$ cat config.mk
export PLATFORM = sky130hd
export DESIGN_NAME = disp_out_port
export DESIGN_NICKNAME = d
export VERILOG_FILES = /design/src/rtl/disp_out_pkg.sv /design/src/rtl/disp_addr_dec.sv /design/src/rtl/disp_handshake.sv /design/src/rtl/disp_ctrl_regs.sv /design/src/rtl/disp_out_port.sv
export SDC_FILE = /design/constraint.sdc
export NUM_CORES = 1
export LEC_CHECK = 0
export BUFFER_PORTS_ARGS = -buffer_cell sky130_fd_sc_hd__buf_2
export CAP_MARGIN = 0
export CORE_MARGIN = 4
export CORE_UTILIZATION = 36
export DETAILED_ROUTE_END_ITERATION = 6
export PLACE_DENSITY = 0.89
export SKIP_LAST_GASP = 1
export SYNTH_ARGS = -nofsm -noshare
export SYNTH_HDL_FRONTEND = slang
export SYNTH_SLANG_ARGS = --single-unit
$ cat constraint.sdc
create_clock -name clk -period 1.3 [get_ports clk]
set_input_delay 0.13 -clock clk [delete_from_list [all_inputs] [get_ports clk]]
set_output_delay 0.13 -clock clk [all_outputs]
set_load 0.02 [all_outputs]
$ cat src/rtl/disp_out_pkg.sv
package disp_out_pkg;
  localparam int unsigned DW      = 16;
  localparam int unsigned CW      = 8;
  localparam int unsigned RDY_BIT = 15;
  localparam int unsigned IE_BIT  = 14;

  // Build the status word from the two flags.
  function automatic logic [DW-1:0] pack_status(input logic rdy, input logic ie);
    logic [DW-1:0] w;
    w          = '0;
    w[RDY_BIT] = rdy;
    w[IE_BIT]  = ie;
    return w;
  endfunction

  // Zero-extend a character into a bus word.
  function automatic logic [DW-1:0] pack_char(input logic [CW-1:0] c);
    return {{(DW-CW){1'b0}}, c};
  endfunction
endpackage

$ cat src/rtl/disp_addr_dec.sv
module disp_addr_dec #(
  parameter int unsigned AW        = 16,
  parameter logic [AW-1:0] STAT_AD = 16'hFE04,
  parameter logic [AW-1:0] DATA_AD = 16'hFE06
) (
  input  logic [AW-1:0] addr,
  input  logic          wen,
  output logic          hit_stat,
  output logic          hit_data,
  output logic          wr_stat,
  output logic          wr_data
);
  always_comb begin
    hit_stat = (addr == STAT_AD);
    hit_data = (addr == DATA_AD);
    wr_stat  = wen && hit_stat;
    wr_data  = wen && hit_data;
  end

  // the two register selects never fire together.
  always_comb a_r1_exclusive_sel: assert (!(hit_stat && hit_data));
endmodule

$ cat src/rtl/disp_handshake.sv
module disp_handshake
  import disp_out_pkg::*;
(
  input  logic          clk,
  input  logic          rst_n,
  input  logic          wr_data,
  input  logic [CW-1:0] wchar,
  input  logic          done,
  output logic          ready,
  output logic          start,
  output logic [CW-1:0] char_q,
  output logic          accept,
  output logic          finish
);
  always_comb begin
    accept = wr_data && ready;
    finish = done && !ready;
  end

  always_ff @(posedge clk) begin
    if (!rst_n) begin
      ready  <= 1'b1;
      start  <= 1'b0;
      char_q <= '0;
    end else begin
      start <= accept;
      if (accept) begin
        ready  <= 1'b0;
        char_q <= wchar;
      end else if (finish) begin
        ready <= 1'b1;
      end
    end
  end

  a_r4_start_single: assert property (@(posedge clk) disable iff (!rst_n)
    start |=> !start);
  a_r4_busy_on_start: assert property (@(posedge clk) disable iff (!rst_n)
    accept |=> (!ready && start));
  a_r5_done_releases: assert property (@(posedge clk) disable iff (!rst_n)
    finish |=> ready);
  a_r6_char_held_busy: assert property (@(posedge clk) disable iff (!rst_n)
    !ready |=> $stable(char_q));
  a_r9_done_idle_noop: assert property (@(posedge clk) disable iff (!rst_n)
    (ready && !wr_data) |=> ready);
endmodule

$ cat src/rtl/disp_ctrl_regs.sv
module disp_ctrl_regs
  import disp_out_pkg::*;
(
  input  logic          clk,
  input  logic          rst_n,
  input  logic          wr_stat,
  input  logic          ie_in,
  input  logic          hit_stat,
  input  logic          hit_data,
  input  logic          ready,
  input  logic [CW-1:0] char_q,
  output logic          ie,
  output logic          irq,
  output logic [DW-1:0] rdata
);
  always_ff @(posedge clk) begin
    if (!rst_n)       ie <= 1'b0;
    else if (wr_stat) ie <= ie_in;
  end

  always_comb begin
    irq = ready && ie;
    if (hit_stat)      rdata = pack_status(ready, ie);
    else if (hit_data) rdata = pack_char(char_q);
    else               rdata = '0;
  end

  a_r7_irq_needs_ready: assert property (@(posedge clk) disable iff (!rst_n)
    irq |-> ready);
  a_r7_ie_follows_write: assert property (@(posedge clk) disable iff (!rst_n)
    wr_stat |=> (ie == $past(ie_in)));
endmodule

$ cat src/rtl/disp_out_port.sv
module disp_out_port
  import disp_out_pkg::*;
#(
  parameter logic [15:0] STAT_AD = 16'hFE04,
  parameter logic [15:0] DATA_AD = 16'hFE06
) (
  input  logic        clk,
  input  logic        rst_n,
  input  logic [15:0] bus_addr,
  input  logic        bus_wen,
  input  logic [15:0] bus_wdata,
  output logic [15:0] bus_rdata,
  output logic        dsp_start,
  output logic [7:0]  dsp_char,
  input  logic        dsp_done,
  output logic        irq
);
  logic hit_stat, hit_data, wr_stat, wr_data;
  logic ready, accept, finish, ie;

  disp_addr_dec #(.AW(16), .STAT_AD(STAT_AD), .DATA_AD(DATA_AD)) u_dec (
    .addr(bus_addr), .wen(bus_wen), .hit_stat(hit_stat), .hit_data(hit_data),
    .wr_stat(wr_stat), .wr_data(wr_data)
  );

  disp_handshake u_hs (
    .clk(clk), .rst_n(rst_n), .wr_data(wr_data), .wchar(bus_wdata[CW-1:0]),
    .done(dsp_done), .ready(ready), .start(dsp_start), .char_q(dsp_char),
    .accept(accept), .finish(finish)
  );

  disp_ctrl_regs u_regs (
    .clk(clk), .rst_n(rst_n), .wr_stat(wr_stat), .ie_in(bus_wdata[IE_BIT]),
    .hit_stat(hit_stat), .hit_data(hit_data), .ready(ready), .char_q(dsp_char),
    .ie(ie), .irq(irq), .rdata(bus_rdata)
  );

  // a write while busy never launches a character.
  a_r6_busy_write_dropped: assert property (@(posedge clk) disable iff (!rst_n)
    (wr_data && !ready) |=> !dsp_start);
  // a status write leaves the ready flag alone.
  a_r2_stat_keeps_ready: assert property (@(posedge clk) disable iff (!rst_n)
    (wr_stat && !dsp_done) |=> (ready == $past(ready)));
endmodule

==> flow_summary.toml, run 1 <==
[status]
run_status = "finished, violations left"
violations = "negative setup slack"

[layout]
stdcell_count = 159
final_net_count = 171
layout.cells.most_common_list = "buf_2 (36), buf_4 (11), dfxtp_1 (11)"
n_antenna_cell = 0
synthesis_to_layout_area_growth_pct = 57.71
multi_input_area_sq_um = 422.9
final_layout_size_suffix_gt1_frac = 0.5224
nFillCells = 157
seq_area_sq_um = 220.2
layout.cell_area.non_filler_sq_mm = 0.001050
layout.cells.most_common = "buf_2"

[clocking]
tritoncts = "built"
numCtsBuffers = 3
clock_latency_at_the_later_pin_of_the_worst_skew_pair_ns = 0.27
worst_setup_hold_path_clk_slew_ns = 0.07
cts_hold_buf = 0
h_tree_lvl_count = 1
clock-root-buffer = "clkbuf_4"
cts_max_path_buffers = 2
clkSinkCount = 11

[timing]
clock-skew-final_ns = 0.0003228
setup_viol = 2
number_of_pins_exceeding_their_max_slew_limit_in_the_final_report = 0
final_critical_path_setup_slack_ns = -0.02027
timing.final.crit_period_ns = 1.320
final_hold_viol_count = 0
grt_setup_unrepaired = "true"
layout_worst_path_cycle_share = 1.016
max_freq_mhz = 757.4

[drt]
route.antenna.remaining_nets = 0
detail_route.first_pass.iterations = 4
wl_per_cell_um = 13.98
vias_per_cell = 5.164
vias = 821
drc_errors = 0
drt_iter0_drc = 13
wirelength_um = 2223

[synth]
synth_cell_type_count = 24
synth_area_per_cell_sq_um = 8.320
synth.yosys.seq_area_share = 0.3308
ys_seq_elements = 11
synthCells = 80
synth_enable_flop_cells = 0
synth_async_sr_flop_share = 0
most_used_flip_flop_cell_after_synthesis = "dfxtp_1"
syn_area_sq_um = 665.6
yosysWarningCount = 0

[place]
placement.cell_area_sq_um = 919.6
placed_cells_incl_taps = 153
placement.io_buffers = 48
rd_place_congestion = 0.8258

[grt]
antenna_found_initial = 0
globalRouteTotalUtil = 0.1556
first_pass_grt_wire_length_um = 3098
vias_in_the_first_global_route = 762
grt_overflow_total = 0
grt_max_degree = 11

[floorplan]
total_die_area_sq_mm = 0.002601
boundaryPins = 62
start_util = 0.3814
fp.dieH_um = 51
die_w_um = 51
core-area_sq_mm = 0.001745
rows = 15

[power]
p_total_uw = 676.6
ir_drop_v = 0.0005861
leakagePower_nw = 0.5093
power_density_mw_per_mm2 = 644.6

[setup_path]
worst_ep_arrival_time_ns = 1.19
worst-setup-path-type = "input pin to output pin"
critPathRequiredTime_ns = 1.17
critical_path.endpoint_type = "output pin"
setup.worst_path.start_class = "input pin"
worst-path-max-fanout = 2

[flow_run]
cap_violations = 0

[min_path]
timing.hold.worst.class = "input pin to flip-flop"
[area by class of cell]
class	count	area share
multi-input combinational	63	0.4029
timing repair buffer	54	0.3254
sequential	11	0.2098
tap	25	0.02980
clock buffer	4	0.02503
inverter	2	0.007151
[stage by stage]
step                      setup TNS, ns    util  setup WS (ns)  hold slack (ns)
after floorplan                       0       -        0.02838           0.1919
after global placement         -0.05856  0.5269       -0.02290           0.3089
after detailed placement        -0.4934  0.5269       -0.06324           0.3161
after CTS                      -0.03232  0.5613       -0.02381          0.03824
after global routing            -0.1748  0.6014       -0.04018          0.03930
final                          -0.03666  0.6014       -0.02027          0.03624
[power breakdown]
| part | switching (mW) | internal (mW) |
|---|---|---|
| Combinational | 0.0584 | 0.0497 |
| Sequential | 0.00000177 | 0.337 |
| Clock | 0.113 | 0.119 |
[sequential cells by signal, indices dropped and copies added (netlist names)]
signal / flops
u_hs.char_q: 8
u_hs.ready: 1
u_hs.start: 1
u_regs.ie: 1
[metal layers]
metal  routed length (um)  up-vias  track usage
met5                    0        -            0
met4                   80        0      0.04484
met3                  167        8      0.06122
met2                 1215       47       0.2961
met1                  759      375       0.1522
li1                     -      391            -
[cell usage after synthesis (2+ instances only)]
library cell / n / area (sq um)
and4bb_2: 3 / 37.54
and2_1: 12 / 75.07
buf_2: 2 / 10.01
buf_4: 6 / 45.04
dfxtp_1: 11 / 220.2
o21ai_0: 8 / 40.04
a21oi_1: 9 / 45.04
nor2_1: 2 / 7.510
nand4_1: 9 / 56.30
nand2_1: 4 / 15.01
[path summary, 6_finish.rpt]
path	end	depth (start not counted)	from	slack, ns
worst min-delay path	u_hs.ready	2	rst_n	0.04
worst max register to register	u_hs.char_q[1]	3	u_hs.ready	0.15
worst max-delay path	bus_rdata[15]	5	bus_addr[1]	-0.02
worst min register to register	u_regs.ie	2	u_regs.ie	0.48
[worst max-delay path, cell delays in order]
cell    delay (ns)
buf_6         0.09
or4b_4        0.55
nor3_4        0.14
and2_1        0.16
buf_6         0.12
[kinds of logic (layout without fill, tap and decap cells)]
| group | count (synthesis) | after routing | synth area share |
|---|---|---|---|
| buffers and inverters | 11 | 60 | 0.1109 |
| AND/OR/NAND/NOR | 38 | 38 | 0.3910 |
| other | 1 | 6 | 0.005634 |
| flip-flops | 11 | 11 | 0.3308 |
| AO/OA/AOI/OAI | 19 | 19 | 0.1617 |
[repair_timing]
item                       in CTS  in global routing
gates resized for setup         7                 20
buffers inserted                1                  1
setup endpoints to repair      10                 10
pin swaps                       1                  2
(Power assumes the default switching activity.)
==> run 2: changes to the inputs <==
Settings changed: MAX_ROUTING_LAYER set to met4.
==> flow_summary.toml, run 2 (synthesized netlist as in run 1, its figures left out) <==
[timing]
grt_setup_unrepaired = "true"
clock-skew-final_ns = 0.0002924
number_of_pins_exceeding_their_max_slew_limit_in_the_final_report = 0
max_freq_mhz = 757.3
final_critical_path_setup_slack_ns = -0.02053
timing.final.crit_period_ns = 1.321
final_hold_viol_count = 0
timing.hold.ws_ns = 0.03782
layout_worst_path_cycle_share = 1.016
setup_viol = 2

[power]
leakagePower_nw = 0.5093
netSwitchingPower_uw = 170.2
ir_drop_v = 0.0005862
power_report.internal_total_uw = 505.2
power_density_mw_per_mm2 = 643.4
sw_frac_of_total = 0.2520
clock_power_share = 0.341
p_seq_frac = 0.499
combinationalPowerShare = 0.160

[status]
violations = "negative setup slack"
run_status = "finished, violations left"

[setup_path]
slowest_stage = "or4b_4"
worst_ep_arrival_time_ns = 1.19
crit_path_frequent_cell = "buf_6"
crit_chain = "buf_6, or4b_4, nor3_4, and2_1, buf_6"
critical-path-top-delay-family = "simple AND/OR/NAND/NOR gates"
critPathRequiredTime_ns = 1.17
worst-path-max-fanout = 2
worst-setup-path-type = "input pin to output pin"
timing.critical_path.slowest_cell_delay_ns = 0.55
setup.worst_path.start_class = "input pin"
critical_path.endpoint_type = "output pin"
critical_path_buf_inv_count = 2

[layout]
nFillCells = 157
layout.cells.most_common = "buf_2"
layout.cell_area.non_filler_sq_mm = 0.001050
multi_input_area_sq_um = 422.9
registers.top_by_ff_count = "u_hs.char_q"
post-route-util = 0.6014
final_layout_size_suffix_gt1_frac = 0.5224
n_antenna_cell = 0
synthesis_to_layout_area_growth_pct = 57.71
final_net_count = 171
largest_reg_flops = 8
seq_area_sq_um = 220.2
layout.cells.most_common_list = "buf_2 (36), buf_4 (11), dfxtp_1 (11)"

[clocking]
cts_hold_buf = 0
numCtsBuffers = 3
cts_max_path_buffers = 2
clock_latency_at_the_later_pin_of_the_worst_skew_pair_ns = 0.27
clkSinkCount = 11
clock-root-buffer = "clkbuf_4"
h_tree_lvl_count = 1
tritoncts = "built"
worst_setup_hold_path_clk_slew_ns = 0.07

[drt]
route.antenna.remaining_nets = 0
drt_iter0_drc = 11
vias_per_cell = 5.151
wl_per_cell_um = 13.95
detail_route.first_pass.iterations = 4
vias = 819
wirelength_um = 2218
drc_errors = 0

[grt]
grt_max_degree = 11
first_pass_grt_wire_length_um = 3111
globalRouteTotalUtil = 0.1603
vias_in_the_first_global_route = 759
globalRoute.busiestLayer = "met2"
grt_overflow_total = 0
met1_usage_grt = 0.1558
antenna_found_initial = 0
global_route.usage.met3 = 0.06122
use_met2 = 0.2940

[min_path]
timing.hold.worst.class = "input pin to flip-flop"

[floorplan]
fp.dieH_um = 51
total_die_area_sq_mm = 0.002601
core-area_sq_mm = 0.001745
start_util = 0.3814
die_w_um = 51
boundaryPins = 62
rows = 15

[place]
placement.io_buffers = 48
placement.cell_area_sq_um = 919.6
post_place_worst_slack_ns = -0.06324
rd_place_congestion = 0.8383

[flow_run]
cap_violations = 0
-- run 2: cell counts in the layout (fill, tap and decap cells not counted) --
No cell type changed its count.
-- run 2: path summary, 6_finish.rpt --
check | to | slack (ns) | cells after the start | start
setup / recovery | bus_rdata[15] | -0.02 | 5 | bus_addr[1]
hold / removal | u_hs.ready | 0.04 | 2 | rst_n
setup reg to reg | u_hs.char_q[1] | 0.15 | 3 | u_hs.ready
hold reg to reg | u_regs.ie | 0.48 | 2 | u_regs.ie
-- run 2: per-layer routing --
| metal | part of all wire | routed length [um] |
|---|---|---|
| met5 | 0 | 0 |
| met4 | 0.036 | 80 |
| met3 | 0.071 | 158 |
| met2 | 0.55 | 1212 |
| met1 | 0.35 | 767 |
-- run 2: area by class of cell --
cell class	count	area share
multi-input combinational	63	0.4029
inverter	2	0.007151
timing repair buffer	54	0.3254
tap	25	0.02980
clock buffer	4	0.02503
sequential	11	0.2098
-- run 2: metrics by stage --
step | total power, mW | instances | TNS (ns)
4_1_cts | 0.6734 | 158 | -0.03232
5_1_grt | 0.7029 | 159 | -0.1749
6_report | 0.6754 | 159 | -0.03718
3_5_place_dp | 0.4410 | 153 | -0.4934
2_1_floorplan | 0.4034 | 85 | 0
3_3_place_gp | 0.4369 | 153 | -0.05856
-- run 2: repair_timing --
item | 4_1_cts | 5_1_grt
resized for setup | 7 | 20
endpoints found under the setup margin | 10 | 10
pin swaps | 1 | 2
gates cloned | 0 | 0
setup buffers | 1 | 1
endpoints found under the hold margin | 0 | 0
-- run 2: power groups by stage --
stage | registers (mW) | logic [mW] | clock network [mW]
finish | 0.337 | 0.108 | 0.231
global route | 0.336 | 0.116 | 0.251
CTS | 0.337 | 0.102 | 0.235
detailed placement | 0.345 | 0.0965 | 0
global placement | 0.345 | 0.0923 | 0
floorplan | 0.345 | 0.0588 | 0
